<file path="src/rtl/mc_pkg.sv">
// Package: shared micro-step and ALU types, plus the opcode values.
// Assumes a 4-bit opcode field at the top of the instruction word.
package mc_pkg;

    typedef enum logic [3:0] {
        ST_F_MAR,   // address register <= program counter
        ST_F_RD,    // data register <= memory
        ST_F_IR,    // instruction register <= data register, pc += 2
        ST_DEC,     // decode
        ST_X_MAR,   // address register <= address field
        ST_X_RD,    // data register <= memory
        ST_X_LDMDR, // data register <= source register
        ST_X_WR,    // memory <= data register
        ST_X_WB,    // destination <= data register
        ST_X_ALU,   // destination <= ALU result
        ST_X_MOV,   // destination <= source register
        ST_X_NOP,   // undefined opcode, no effect
        ST_X_STOP,  // stop
        ST_HALT     // parked until reset
    } step_e;

    typedef enum logic [1:0] {ALU_ADD, ALU_SUB, ALU_MUL} alu_e;

    localparam logic [3:0] OP_MOVR = 4'h0;
    localparam logic [3:0] OP_LD   = 4'h1;
    localparam logic [3:0] OP_ST   = 4'h2;
    localparam logic [3:0] OP_ADDR = 4'h3;
    localparam logic [3:0] OP_ADDM = 4'h4;
    localparam logic [3:0] OP_SUBR = 4'h5;
    localparam logic [3:0] OP_SUBM = 4'h6;
    localparam logic [3:0] OP_MUL  = 4'h7;
    localparam logic [3:0] OP_STOP = 4'hF;

endpackage

</file>
<file path="src/rtl/mc_alu.sv">
// Module: combinational arithmetic unit.
// Assumes results wrap to DW bits; the multiply keeps the low DW bits.
module mc_alu #(
    parameter int DW = 16
) (
    input  mc_pkg::alu_e  op,
    input  logic [DW-1:0] a,
    input  logic [DW-1:0] b,
    output logic [DW-1:0] y
);
    import mc_pkg::*;

    // Select the arithmetic result for the requested operation.
    always_comb begin
        case (op)
            ALU_SUB: y = a - b;
            ALU_MUL: y = a * b;
            default: y = a + b;
        endcase
    end
endmodule

</file>
<file path="src/rtl/mc_regfile.sv">
// Module: data register file with two read ports and one write port.
// Assumes NREG is a power of two; the write takes effect at the clock edge.
module mc_regfile #(
    parameter int NREG = 4,
    parameter int DW   = 16
) (
    input  logic                    clk,
    input  logic                    rst_n,
    input  logic                    we,
    input  logic [$clog2(NREG)-1:0] waddr,
    input  logic [DW-1:0]           wdata,
    input  logic [$clog2(NREG)-1:0] raddr_a,
    input  logic [$clog2(NREG)-1:0] raddr_b,
    output logic [DW-1:0]           rdata_a,
    output logic [DW-1:0]           rdata_b
);
    localparam int RW = $clog2(NREG);

    logic [DW-1:0] regs [NREG];

    for (genvar g = 0; g < NREG; g++) begin : g_reg
        // Hold one data register; clear it on reset, load it on a matching write.
        always_ff @(posedge clk) begin
            if (!rst_n)
                regs[g] <= '0;
            else if (we && waddr == RW'(g))
                regs[g] <= wdata;
        end
    end

    assign rdata_a = regs[raddr_a];
    assign rdata_b = regs[raddr_b];
endmodule

</file>
<file path="src/rtl/mc_seq.sv">
// Module: micro-step sequencer.
// Holds each step for its parameterised cycle count and picks the next
// step from the opcode. Assumes the opcode is stable from decode onward.
module mc_seq #(
    parameter int T_XFER = 1,
    parameter int T_DEC  = 2,
    parameter int T_ADD  = 2,
    parameter int T_MUL  = 5,
    parameter int T_MEM  = 10
) (
    input  logic          clk,
    input  logic          rst_n,
    input  logic [3:0]    opcode,
    output mc_pkg::step_e step,
    output logic          step_last,
    output logic          instr_end
);
    import mc_pkg::*;

    localparam int T_M1  = (T_XFER > T_DEC) ? T_XFER : T_DEC;
    localparam int T_M2  = (T_ADD > T_MUL) ? T_ADD : T_MUL;
    localparam int T_M3  = (T_M1 > T_M2) ? T_M1 : T_M2;
    localparam int T_MAX = (T_M3 > T_MEM) ? T_M3 : T_MEM;
    localparam int CW    = $clog2(T_MAX + 1);

    logic [CW-1:0] cnt;
    int            dur;
    step_e         nxt;

    // Cycle count owed to the current step.
    always_comb begin
        case (step)
            ST_F_RD, ST_X_RD, ST_X_WR: dur = T_MEM;
            ST_DEC:                    dur = T_DEC;
            ST_X_ALU:                  dur = (opcode == OP_MUL) ? T_MUL : T_ADD;
            default:                   dur = T_XFER;
        endcase
    end

    assign step_last = (step != ST_HALT) && (int'(cnt) == dur - 1);

    // Step that follows the current one.
    always_comb begin
        case (step)
            ST_F_MAR: nxt = ST_F_RD;
            ST_F_RD:  nxt = ST_F_IR;
            ST_F_IR:  nxt = ST_DEC;
            ST_DEC: begin
                case (opcode)
                    OP_MOVR:                      nxt = ST_X_MOV;
                    OP_LD, OP_ST, OP_ADDM, OP_SUBM: nxt = ST_X_MAR;
                    OP_ADDR, OP_SUBR, OP_MUL:     nxt = ST_X_ALU;
                    OP_STOP:                      nxt = ST_X_STOP;
                    default:                      nxt = ST_X_NOP;
                endcase
            end
            ST_X_MAR:            nxt = (opcode == OP_ST) ? ST_X_LDMDR : ST_X_RD;
            ST_X_RD:             nxt = (opcode == OP_LD) ? ST_X_WB : ST_X_ALU;
            ST_X_LDMDR:          nxt = ST_X_WR;
            ST_X_STOP, ST_HALT:  nxt = ST_HALT;
            default:             nxt = ST_F_MAR;
        endcase
    end

    // Advance the cycle counter, and move on to the next step when it expires.
    always_ff @(posedge clk) begin
        if (!rst_n) begin
            step <= ST_F_MAR;
            cnt  <= '0;
        end else if (step_last) begin
            step <= nxt;
            cnt  <= '0;
        end else if (step != ST_HALT) begin
            cnt  <= cnt + 1'b1;
        end
    end

    assign instr_end = step_last &&
                       (step == ST_X_WR  || step == ST_X_WB  || step == ST_X_ALU ||
                        step == ST_X_MOV || step == ST_X_NOP || step == ST_X_STOP);
endmodule

</file>
<file path="src/rtl/mc_core.sv">
// Module: top of the multicycle core.
// Runs fetch/decode/execute micro-steps against one memory port. Assumes the
// memory returns read data combinationally and holds it for the whole access;
// the data is sampled in the access's last cycle.
module mc_core #(
    parameter int DW     = 16,
    parameter int AW     = 8,
    parameter int NREG   = 4,
    parameter int T_XFER = 1,
    parameter int T_DEC  = 2,
    parameter int T_ADD  = 2,
    parameter int T_MUL  = 5,
    parameter int T_MEM  = 10
) (
    input  logic          clk,
    input  logic          rst_n,
    output logic [AW-1:0] mem_addr,
    output logic          mem_rd,
    output logic          mem_wr,
    output logic [DW-1:0] mem_wdata,
    input  logic [DW-1:0] mem_rdata,
    output logic          instr_done,
    output logic          halted
);
    import mc_pkg::*;

    localparam int OPW = 4;
    localparam int RW  = $clog2(NREG);

    logic [AW-1:0] pc, mar;
    logic [DW-1:0] ir, mdr;
    step_e         step;
    logic          step_last, instr_end;

    logic [OPW-1:0] opcode;
    logic [RW-1:0]  dst, src;
    logic [DW-1:0]  rf_a, rf_b, alu_b, alu_y, rf_wdata;
    logic           rf_we, mem_form;
    alu_e           alu_op;

    assign opcode = ir[DW-1 -: OPW];
    assign dst    = ir[DW-OPW-1 -: RW];
    assign src    = ir[DW-OPW-RW-1 -: RW];

    mc_seq #(
        .T_XFER(T_XFER), .T_DEC(T_DEC), .T_ADD(T_ADD), .T_MUL(T_MUL), .T_MEM(T_MEM)
    ) u_seq (
        .clk(clk), .rst_n(rst_n), .opcode(opcode),
        .step(step), .step_last(step_last), .instr_end(instr_end)
    );

    mc_regfile #(.NREG(NREG), .DW(DW)) u_rf (
        .clk(clk), .rst_n(rst_n), .we(rf_we), .waddr(dst), .wdata(rf_wdata),
        .raddr_a(dst), .raddr_b(src), .rdata_a(rf_a), .rdata_b(rf_b)
    );

    // Decode the ALU operation and select its second operand.
    always_comb begin
        mem_form = (opcode == OP_ADDM) || (opcode == OP_SUBM);
        case (opcode)
            OP_SUBR, OP_SUBM: alu_op = ALU_SUB;
            OP_MUL:           alu_op = ALU_MUL;
            default:          alu_op = ALU_ADD;
        endcase
        alu_b = mem_form ? mdr : rf_b;
    end

    mc_alu #(.DW(DW)) u_alu (.op(alu_op), .a(rf_a), .b(alu_b), .y(alu_y));

    // Register-file write-back at the end of each writing step.
    always_comb begin
        rf_we = step_last && (step == ST_X_WB || step == ST_X_ALU || step == ST_X_MOV);
        case (step)
            ST_X_WB:  rf_wdata = mdr;
            ST_X_MOV: rf_wdata = rf_b;
            default:  rf_wdata = alu_y;
        endcase
    end

    // Datapath register transfers, each taking effect in the last cycle of its step.
    always_ff @(posedge clk) begin
        if (!rst_n) begin
            pc  <= '0;
            mar <= '0;
            ir  <= '0;
            mdr <= '0;
        end else if (step_last) begin
            case (step)
                ST_F_MAR:         mar <= pc;
                ST_F_RD, ST_X_RD: mdr <= mem_rdata;
                ST_F_IR: begin
                    ir <= mdr;
                    pc <= pc + AW'(2);
                end
                ST_X_MAR:         mar <= ir[AW-1:0];
                ST_X_LDMDR:       mdr <= rf_b;
                default: ;
            endcase
        end
    end

    assign mem_addr   = mar;
    assign mem_wdata  = mdr;
    assign mem_rd     = (step == ST_F_RD) || (step == ST_X_RD);
    assign mem_wr     = step_last && (step == ST_X_WR);
    assign instr_done = instr_end;
    assign halted     = (step == ST_HALT);
endmodule

</file>
<file path="config.mk">
export PLATFORM = sky130hd
export DESIGN_NAME = mc_core
export DESIGN_NICKNAME = d
export VERILOG_FILES = /design/src/rtl/mc_pkg.sv /design/src/rtl/mc_alu.sv /design/src/rtl/mc_regfile.sv /design/src/rtl/mc_seq.sv /design/src/rtl/mc_core.sv
export SDC_FILE = /design/constraint.sdc
export NUM_CORES = 1
export LEC_CHECK = 0
export BUFFER_PORTS_ARGS = -buffer_cell sky130_fd_sc_hd__buf_4
export CORE_AREA = 4 4 203 205
export CTS_CLUSTER_SIZE = 12
export DETAILED_ROUTE_END_ITERATION = 8
export DIE_AREA = 0 0 207 209
export SYNTH_ARGS = -nofsm -noshare
export SYNTH_HDL_FRONTEND = slang
export SYNTH_SLANG_ARGS = --single-unit
export TNS_END_PERCENT = 20
</file>
<file path="constraint.sdc">
create_clock -name clk -period 9.4 [get_ports clk]
set_clock_uncertainty 0.05 [all_clocks]
set_input_delay 1.41 -clock clk [delete_from_list [all_inputs] [get_ports clk]]
set_output_delay 1.41 -clock clk [all_outputs]
set_load 0.02 [all_outputs]
</file>
Word-level counts from Yosys, hierarchy flattened
Memories as Yosys holds them, arrays and structs flattened. A register that Yosys moved wholly into a read port is not among the register bits. Cells that the tools add are included.

$add $sub $neg: 5. $mul: 1. Equality and inequality tests: 26. Muxes and demuxes: 34. Bitwise logic cells: 5. Reduce and logical (&&, ||, !) cells: 29.

Operators with widths (count): $pmux 16 s2 (3); $pmux 32 s3 (1); $mux 16 (5); $eq 4x3->1 const B (8); $eq 5x32->1 (1); $pmux 4 s8 (1); $sub 32x2->32 const B (1); $eq 4x4->1 const B (6); $add 16x16->16 (1); $mul 16x16->16 (1); $pmux 8 s2 (1); $sub 16x16->16 (1); $mux 1 (14); $eq 4x2->1 const B (3); $mux 2 (5); $logic_or 1x1->1 (9); $add 8x2->8 const B (1); $eq 4x1->1 const B (2); $logic_and 1x1->1 (8); $mux 4 (2); $reduce_or 2->1 (4); $eq 2x2->1 const B (3); $reduce_and 2->1 (3); $add 4x1->4 const B (1); 10 further kinds (15).

Register bits after elaboration: 56. RAM bits: 64. Bits in read-only memories: 64. Input bits: 18. Logic and storage cells: 108. Memories: 2.

Memory list: (name not given) (depth 16, width 4, read ports 1, clocked after Yosys merged registers in 1, wr ports 0, RTL line mc_seq.sv:49) `case (opcode)`; u_rf.regs (depth 4, width 16, read ports 2, clocked after Yosys merged registers in 2, wr ports 4, RTL line mc_regfile.sv:19) `logic [DW-1:0] regs [NREG];`.

Depth between registers and ports, before layout
Gate-level depths: netlist (run 1).

Word-level depth: 12. Gate-level depth with buffers: 29. Mapped depth without buffers: 25.

By module
Synthesis (run 1) repeated with hierarchy kept, for this count alone.

Cell total of the unflattened synthesis: 1228. Area total of the unflattened synthesis: 11992.8 um^2.

Modules (own cells, without submodules): mc_alu (instances 1, cells an instance 641, area an instance 5109.9 um^2, seq. area each 0.0 um^2); mc_regfile (instances 1, cells an instance 183, area an instance 3268.1 um^2, seq. area each 1921.8 um^2); mc_core (instances 1, cells an instance 303, area an instance 2773.9 um^2, seq. area each 940.9 um^2); mc_seq (instances 1, cells an instance 101, area an instance 840.8 um^2, seq. area each 160.2 um^2).

Least setup slack after synthesis (run 1)
No wires, ideal clock.

Path kind: reg-to-reg. From: register ir[12]. To: memory u_rf.regs[3][15] (data pin). Setup time: 0.266 ns. Arrival time: 6.795 ns. Data required time: 9.084 ns. Slack: 2.289 ns. Cell stages (with the launch flop): 26. Period minus slack after synthesis: 7.111 ns. Path through: dfxtp_1 -> buf_2 -> nor3b_4 -> buf_6 -> buf_6 -> mux2i_1 -> nor2_1 -> fa_1 -> inv_1 -> fa_1 -> fa_1 -> fa_1 -> inv_1 -> fa_1 -> inv_1 -> fa_1 -> inv_1 -> ha_1 -> a21o_1 -> a21oi_1 -> o21ai_0 -> o31ai_1 -> xnor3_1 -> or3_1 -> o311ai_1 -> nor2_1.

RTL lines: start: declaration (RTL line mc_core.sv:31) `logic [DW-1:0] ir, mdr;`; start signal: assignment (RTL line mc_core.sv:92) `ir <= mdr;`; end: declaration (RTL line mc_regfile.sv:19).

==> run_results.csv, run 1 <==
group,metric,value,unit
outcome,status,"finished clean",
die,fp.dieH,209,µm
synthesis,syn_inst,1220,
pwr,pwr-share-seq,33.9,%
sta,fin_crit,7933,ps
sta,period_share,84.39,%
route,routed_via_density,5.054,
hold_path,min-delay-path-class,"reg -> reg",
pwr,powerDensity,145.5,nW/µm²
die,ios,46,
setup_path,worst_setup_path_start_kind,"flop",
sta,setup_viol,0,
setup_path,crit_path_max_fanout,10,
die,dieArea,43260,µm²
place,post-place-ws,1402,ps
place,place.detailed.hpwl,24.77,mm
pwr,pwr-share-clk,35.1,%
clock_tree,clkTransAtPathRegs,70,ps
setup_path,arrival,8030,ps
job,maxCapViolCount,0,
clock_tree,postCtsHoldBufs,0,
grt,grt_pass1_wl,52.22,mm
clock_tree,clock-sinks,127,
route,routed_wl,33.05,mm
clock_tree,post_cts_buffers,0,
die,core_area,39460,µm²
setup_path,path_common_cell,"fa_1",
final_layout,final_common_cell,"inv_1",
clock_tree,cts_tree,"yes",
setup_path,cp_top_family,"adder cells",
setup_path,critPathMaxStageDelay,760,ps
place,placed_area,12580,µm²
synthesis,yosys_register_bits,127,
pwr,internal-power,0.001225,W
pwr,peakVddDrop,0.0001214,V
pwr,power_switching,0.0006949,W
synthesis,synth.distinct_cells,70,
synthesis,yosysSeqAreaShare,27.30,%
grt,grt_usage,15.18,%
place,gp_congestion,0.8546,
final_layout,layout.cells.non_filler,1789,
synthesis,async_flop_share,0,%
die,initial_core_util,29.55,%
grt,grt_max_degree,59,
setup_path,critPathKind,"reg -> reg",
synthesis,synth_edf_count,64,
final_layout,stdcell_area,13190,µm²
sta,max-slew-margin-rel,25.77,%
clock_tree,numCtsBuffers,17,
synthesis,synth_warnings,0,
setup_path,worst_setup_path_end_kind,"flop",
setup_path,cp_cell_sequence,"buf_4, mux4_2, mux2_2, clkinv_1, nor2_1, fa_1, inv_1, fa_1, inv_1, ha_1, fa_1, fa_1, inv_1, fa_1, inv_1, ha_1, a21o_1, a31oi_1, o21ai_0, o31ai_1, xnor3_1, or3_1, o311ai_1, nor2_1",
sta,worst_pin_slew,1112,ps
clock_tree,clockBufferDepth,2,
final_layout,area_growth_syn_to_layout,13.14,%
sta,tns,0,ps
sta,fmax,0.1261,GHz
pwr,power_frac_comb,31.0,%
route,firstDrtPassIters,5,
setup_path,critPathSlowestCell,"dfxtp_1",
final_layout,final_cell_mix,"144 x inv_1, 143 x nor2_1, 116 x nand2_1",
place,place_inst,1757,
sta,worst_slack,1467,ps
synthesis,synth_area,11660,µm²
final_layout,finalNetCount,1423,
place,io_buffers,45,
final_layout,layout-drive-gt1-share,12.66,%
final_layout,n_antenna_cell,0,
sta,rsz0062_at_grt,"false",
pwr,p_leak,5.523,nW
setup_path,path_buf_inv,6,
route,drt-wirelength-per-cell,18.47,µm
sta,drv_slew,0,
route,antenna_left,0,
synthesis,synth_ff_type,"edfxtp_1",
die,fp-row-count,73,
synthesis,synth_fp_nets,1392,
route,routed-via-count,9041,
clock_tree,root_buffer,"clkbuf_16",
die,dieWidth,207,µm
clock_tree,clock_latency,430,ps
sta,hold_violations,0,
clock_tree,postCtsResizedCells,0,
pwr,swShare,36.18,%
route,drc_errors,0,
grt,grt_overflow,0,
grt,grt_pass1_vias,8976,
synthesis,syn-mean-instance-area,9.558,µm²
clock_tree,htree_levels,4,
route,drtIter0Drc,777,
grt,antenna_found_initial,0,
setup_path,worstPathRequired,9500,ps
[path summary, 6_finish.rpt]
kind | startpoint | to | slack (ps) | depth (start not counted)
worst max-delay path | flop | u_rf.regs[3][15] | 1470 | 24
worst min-delay path | mem_addr[5] | mem_addr[5] | 460 | 1
worst max register to register | flop | u_rf.regs[3][15] | 1470 | 24
worst min register to register | mem_addr[5] | mem_addr[5] | 460 | 1
[registers in the layout (all words and copies together), names as in the netlist, named ones only]
name	cells
ir	16
mem_wdata	16
u_seq.cnt	4
mem_addr	8
u_seq.step	4
u_rf.regs	64
pc	7
[power by group through the flow]
stage	Combinational [W]	Clock, W	Sequential (W)
after detailed placement	0.000590	0	0.000662
after global placement	0.000583	0	0.000660
after floorplan	0.000408	0	0.000659
after global routing	0.000666	0.000708	0.000654
final	0.000595	0.000675	0.000650
after CTS	0.000595	0.000683	0.000650
[layer usage]
layer	vias up	wire length [µm]	track usage [%]
met5	-	0	0
met3	32	1555	1.832
met1	4538	14970	20.81
li1	4199	-	-
met4	0	530	3.397
met2	272	15990	25.85
[metrics by stage]
| step | util, % | total power [W] | hold slack, ps |
|---|---|---|---|
| global placement | 31.89 | 0.001242 | 433.8 |
| detailed placement | 31.89 | 0.001252 | 439.4 |
| finish | 33.44 | 0.001920 | 455.4 |
| global route | 33.44 | 0.002028 | 478.0 |
| floorplan | - | 0.001067 | 423.4 |
| CTS | 33.44 | 0.001928 | 454.9 |
[Yosys cell counts (8+ instances only)]
library cell	number	share of area, %
xnor2_1	51	3.8
mux4_2	23	4.4
nor3_1	15	0.64
nand2_1	116	3.7
a21oi_1	30	1.3
xor2_1	15	1.1
clkbuf_1	35	1.1
o31ai_1	8	0.52
mux2_2	23	2.2
nand2b_1	18	0.97
fa_1	81	14
mux2i_1	74	6.4
nor2b_1	31	1.7
inv_1	144	4.6
dfxtp_1	63	11
edfxtp_1	64	16
o211a_1	23	2.0
a31oi_1	8	0.43
nand3_1	11	0.47
o21ai_0	34	1.5
nor2_1	145	4.7
and2_1	17	0.91
buf_2	8	0.34
nor3b_1	14	0.90
ha_1	73	7.8
[kinds of logic (layout without fill, tap and decap cells)]
group	Yosys count	in the layout	synth area share, %
compound gates	150	150	8.831
simple gates	395	395	15.91
xor+xnor	69	69	5.483
other cells	1	1	0.03216
buf+inv	198	242	6.781
flops	127	127	27.30
fa+ha+maj	154	154	21.74
mux	126	126	13.93
[cell type report]
cell class,instances,area (µm²)
clock buffer,18,450.4
clock inverter,14,160.2
fill,4036,26260
inverter,146,550.5
multi-input combinational,895,7712
sequential,127,3183
tap,525,656.9
timing repair buffer,64,480.5
Note: power is estimated with default switching activity, not from simulation.
==> run 2, diff against run 1 <==
==> constraint.sdc (replaced) <==
create_clock -name clk -period 7.19 [get_ports clk]
set_clock_uncertainty 0.05 [all_clocks]
set_input_delay 1.0785 -clock clk [delete_from_list [all_inputs] [get_ports clk]]
set_output_delay 1.0785 -clock clk [all_outputs]
set_load 0.02 [all_outputs]
==> run 2 against run 1 <==
Routed wire length is 2.0% higher. Flip-flop and latch count stayed put. Critical path depth is the same. Sequential share of layout area shrank 0.88 points. Final area is 3.9% higher. Power is 33% higher. Worst hold slack got worse by 3.2 ps. Critical endpoint unchanged. Sequential power grew 30%. Cell count is 3.0% higher. Largest cell class unchanged. Die area unchanged.
==> run_results.csv, run 2 (synthesized netlist as in run 1, its figures left out) <==
group,metric,value,unit
setup_path,r2r_slack,210,ps
setup_path,arrival,7090,ps
route,antenna_left,0,
grt,use_met1,20.54,%
hold_path,min-delay-path-class,"reg -> reg",
final_layout,layout-drive-gt1-share,16.69,%
outcome,status,"finished clean",
sta,fmax,0.1432,GHz
final_layout,finalNetCount,1477,
final_layout,multi_input_area,7747,µm²
clock_tree,clock-sinks,127,
setup_path,worst_setup_path_start_kind,"flop",
clock_tree,numCtsBuffers,17,
pwr,peakVddDrop,0.0001368,V
sta,drv_slew,0,
route,routed_wl,33.71,mm
final_layout,final_common_cell,"inv_1",
die,core_area,39460,µm²
clock_tree,clkTransAtPathRegs,70,ps
sta,fin_crit,6984,ps
route,routed_via_density,4.990,
final_layout,largest-register,"u_rf.regs",
hold_path,holdPathEnd,"mem_addr[7]",
grt,grt_overflow,0,
setup_path,r2r_end,"u_rf.regs[3][15]",
place,io_buffers,45,
hold_path,whs_path_depth,1,
final_layout,fin_util,34.74,%
place,place.detailed.hpwl,25.91,mm
route,routed-via-count,9197,
sta,worst_slack,206.1,ps
final_layout,n_antenna_cell,0,
final_layout,regArea,3187,µm²
clock_tree,root_buffer,"clkbuf_16",
place,gp_congestion,0.9450,
sta,setup_viol,0,
setup_path,worstPathRequired,7290,ps
job,maxCapViolCount,0,
die,fp.dieH,209,µm
clock_tree,postCtsHoldBufs,0,
clock_tree,clock_latency,440,ps
final_layout,fillers,4042,
pwr,p_leak,5.823,nW
setup_path,crit_path_max_fanout,6,
clock_tree,htree_levels,4,
setup_path,ff2ff_path_depth,24,
grt,grt_pass1_vias,9467,
die,dieArea,43260,µm²
route,drt-wirelength-per-cell,18.29,µm
sta,hold_violations,0,
grt,grt_max_degree,59,
die,initial_core_util,29.55,%
final_layout,layout.cells.non_filler,1843,
place,place_inst,1811,
grt,busiest_layer,"met2",
route,drtIter0Drc,691,
die,fp-row-count,73,
clock_tree,cts_tree,"yes",
sta,max-slew-margin-rel,34.21,%
route,firstDrtPassIters,5,
grt,grt_use_met2,25.38,%
grt,use_met3,2.552,%
grt,antenna_found_initial,0,
setup_path,critPathKind,"reg -> reg",
grt,grt_pass1_wl,53.43,mm
final_layout,final_cell_mix,"144 x inv_1, 143 x nor2_1, 116 x nand2_1",
die,dieWidth,207,µm
place,placed_area,13060,µm²
place,post-place-ws,58.36,ps
sta,tns,0,ps
final_layout,area_growth_syn_to_layout,17.56,%
sta,rsz0062_at_grt,"true",
final_layout,stdcell_area,13710,µm²
setup_path,worst_setup_path_end_kind,"flop",
pwr,powerDensity,186.8,nW/µm²
final_layout,largest_register_ffs,64,
grt,grt_usage,15.44,%
die,ios,46,
sta,worst_pin_slew,985.8,ps
sta,period_share,97.13,%
clock_tree,clockBufferDepth,2,
route,drc_errors,0,
hold_path,min_from,"mem_addr[7]",
[run 2: worst max path at each step]
stage / start / endpoint / slack, ps / depth (start not counted)
2_1_floorplan: ir[12] / u_rf.regs[3][15] / 80 / 25
3_3_place_gp: flop / u_rf.regs[3][15] / 110 / 25
3_5_place_dp: flop / u_rf.regs[3][15] / 60 / 26
4_1_cts: flop / u_rf.regs[3][15] / 70 / 26
5_1_grt: flop / u_rf.regs[3][15] / -40 / 24
6_report: flop / u_rf.regs[3][15] / 210 / 24
[run 2: report_power, final]
part / internal (W) / switching, W
clock: 0.000475 / 0.000425
combinational: 0.000349 / 0.000470
sequential: 0.000798 / 0.0000440
[run 2: repair_timing]
item	4_1_cts	5_1_grt
setup endpoints to repair	1	15
resized for setup	1	9
pin swaps	0	6
setup buffers	0	0
[run 2: critical path, stage by stage (launching register included)]
cell      delay [ps]
dfxtp_4          380
buf_12           130
mux4_2           520
mux2i_1          200
buf_4            180
buf_4            130
nand2b_1         120
fa_1             470
fa_1             560
inv_1             60
fa_1             470
fa_1             490
inv_1             50
fa_1             510
fa_2             410
xor2_1           180
xnor2_1          190
xnor2_1          170
xnor2_1          170
xnor2_1          150
xnor3_1          260
xnor3_1          380
or3_1            320
o311ai_1         100
nor2_1            80
[run 2: layout make-up]
type,count,area share (%)
clock inverters,15,1.323
clock buffers,17,3.103
flip-flops and latches,127,23.25
well taps,525,4.791
inverters,146,4.016
multi-input cells,895,56.51
repair buffers,118,7.009
[run 2: metal layers]
layer  wire length, µm  up-vias
met5                 0        -
met4              1042        0
met3              1835       59
met2             15710      286
met1             15120     4564
li1                  -     4288
[run 2: through the flow]
step | power (W) | hold WS [ps]
after floorplan | 0.001395 | 423.4
after global placement | 0.001652 | 431.3
after detailed placement | 0.001667 | 439.4
after CTS | 0.002566 | 457.3
after global routing | 0.002702 | 483.0
final | 0.002561 | 452.2
==> run 3, diff against run 2 <==
--- a/config.mk
+++ b/config.mk
@@ -6,10 +6,11 @@
 export NUM_CORES = 1
 export LEC_CHECK = 0
 export BUFFER_PORTS_ARGS = -buffer_cell sky130_fd_sc_hd__buf_4
-export CORE_AREA = 4 4 203 205
+export CORE_AREA = 2 2 201 203
 export CTS_CLUSTER_SIZE = 12
 export DETAILED_ROUTE_END_ITERATION = 8
-export DIE_AREA = 0 0 207 209
+export DIE_AREA = 0 0 203 205
+export RECOVER_POWER = 50
 export SYNTH_ARGS = -nofsm -noshare
 export SYNTH_HDL_FRONTEND = slang
 export SYNTH_SLANG_ARGS = --single-unit
==> run 3 against run 2 <==
Count of clock-buffer cells in the layout increased by 10. The flow now finishes with violations (capacitance limit, slew limit). Largest power group unchanged. Critical endpoint is now u_rf.regs[3][14]. Power shrank 0.48%. Critical path type unchanged. Register-to-register slack better by 30 ps. Combinational power fell by 2%.
==> run_results.csv, run 3 (synthesized netlist as in run 1, its figures left out) <==
group,metric,value,unit
final_layout,regArea,3189,µm²
setup_path,crit_path_max_fanout,5,
outcome,status,"finished with violations",
final_layout,n_antenna_cell,0,
sta,rsz0062_at_grt,"false",
clock_tree,clockBufferDepth,2,
sta,setup_viol,0,
final_layout,layout-drive-gt1-share,15.21,%
route,routed_wl,33.60,mm
final_layout,final_cell_mix,"144 x inv_1, 144 x nor2_1, 116 x nand2_1",
place,place_inst,1816,
route,routed-via-count,9348,
pwr,p_leak,5.742,nW
setup_path,r2r_end,"u_rf.regs[3][14]",
final_layout,fillers,3990,
clock_tree,numCtsBuffers,17,
hold_path,min-delay-path-class,"reg -> reg",
pwr,powerDensity,185.6,nW/µm²
clock_tree,clkTransAtPathRegs,60,ps
sta,period_share,96.76,%
clock_tree,clock-sinks,127,
final_layout,multi_input_area,7795,µm²
route,drt-wirelength-per-cell,18.13,µm
hold_path,whs_path_depth,1,
place,io_buffers,45,
pwr,peakVddDrop,0.0001914,V
die,dieWidth,203,µm
clock_tree,postCtsHoldBufs,0,
setup_path,r2r_slack,230,ps
grt,grt_overflow,0,
die,ios,46,
final_layout,finalNetCount,1487,
route,antenna_left,0,
setup_path,ff2ff_path_depth,23,
final_layout,layout.cells.non_filler,1853,
setup_path,critPathKind,"reg -> reg",
sta,fin_crit,6957,ps
die,dieArea,41620,µm²
sta,tns,0,ps
die,fp-row-count,73,
grt,grt_max_degree,59,
setup_path,worst_setup_path_start_kind,"flop",
final_layout,area_growth_syn_to_layout,17.76,%
final_layout,largest_register_ffs,64,
sta,worst_pin_slew,1542,ps
setup_path,arrival,7050,ps
die,initial_core_util,29.62,%
job,maxCapViolCount,1,
sta,hold_violations,0,
setup_path,worst_setup_path_end_kind,"flop",
place,gp_congestion,0.9380,
route,drc_errors,0,
outcome,violations,"capacitance limit, slew limit",
route,drtIter0Drc,517,
die,core_area,39370,µm²
route,firstDrtPassIters,5,
sta,worst_slack,232.9,ps
sta,fmax,0.1437,GHz
grt,grt_pass1_wl,52.95,mm
pwr,total_power,0.002549,W
sta,drv_slew,22,
setup_path,worstPathRequired,7280,ps
grt,antenna_found_initial,0,
grt,grt_pass1_vias,9333,
hold_path,holdPathEnd,"mem_addr[7]",
final_layout,largest-register,"u_rf.regs",
clock_tree,cts_tree,"yes",
clock_tree,htree_levels,4,
die,fp.dieH,205,µm
clock_tree,clock_latency,430,ps
clock_tree,root_buffer,"clkbuf_16",
place,place.detailed.hpwl,25.88,mm
sta,max-slew-margin-rel,-2.789,%
route,routed_via_density,5.045,
grt,grt_usage,16.50,%
hold_path,min_from,"mem_addr[7]",
place,post-place-ws,-69.25,ps
run 3: area by class of cell:
cell class / instances / share of cell area, %
multi-input cells: 895 / 56.77
flip-flops and latches: 127 / 23.23
repair buffers: 128 / 6.569
well taps: 525 / 4.784
clock buffers: 27 / 4.200
inverters: 146 / 4.009
clock inverters: 5 / 0.4465
run 3: how the worst max path moves through the flow:
stage                      start          endpoint  slack (ps)  cells past startpoint
after floorplan           ir[12]  u_rf.regs[3][15]          80                     25
after global placement      flop  u_rf.regs[3][15]          30                     24
after detailed placement    flop  u_rf.regs[1][15]         -70                     24
after CTS                   flop  u_rf.regs[1][15]          10                     24
after global routing        flop  u_rf.regs[1][15]        0.09                     24
final                       flop  u_rf.regs[3][14]         230                     23
run 3: report_power, final:
part | switching (W) | internal [W] | total [W]
clock network | 0.000324 | 0.000586 | 0.000910
registers | 0.0000411 | 0.000800 | 0.000841
logic | 0.000467 | 0.000331 | 0.000799
run 3: repair_timing:
action                                  4_1_cts  5_1_grt
pin swaps                                     0       10
endpoints found under the setup margin        2       16
gates resized for setup                       2       25
buffers inserted                              1        4
run 3: stage by stage:
stage / utilization, % / area (µm²) / hold slack, ps
3_5_place_dp: 33.21 / 13070 / 442.2
2_1_floorplan: - / 11660 / 423.4
5_1_grt: 34.88 / 13730 / 464.0
6_report: 34.88 / 13730 / 450.5
3_3_place_gp: 33.21 / 13070 / 436.3
4_1_cts: 34.86 / 13720 / 455.7
run 3: critical path, cell delays in order, from the launching register on:
cell,delay (ps)
dfxtp_4,370
buf_12,120
mux4_2,510
mux2i_1,160
buf_4,170
buf_4,120
nor2b_1,50
fa_1,520
inv_1,70
fa_1,560
inv_1,60
fa_1,520
fa_1,440
fa_1,540
inv_1,50
fa_1,540
inv_1,40
ha_1,200
or3_1,340
a311oi_1,300
o21a_1,200
o31ai_2,80
nor3_1,540
nor3b_1,110
run 3: routing by layer:
layer | global-route usage, % | wire length [µm] | vias up
met3 | 2.243 | 1537 | 39
met5 | 0 | 0 | -
met4 | 4.171 | 542 | 0
met2 | 28.11 | 16050 | 261
li1 | - | - | 4316
met1 | 22.08 | 15460 | 4732
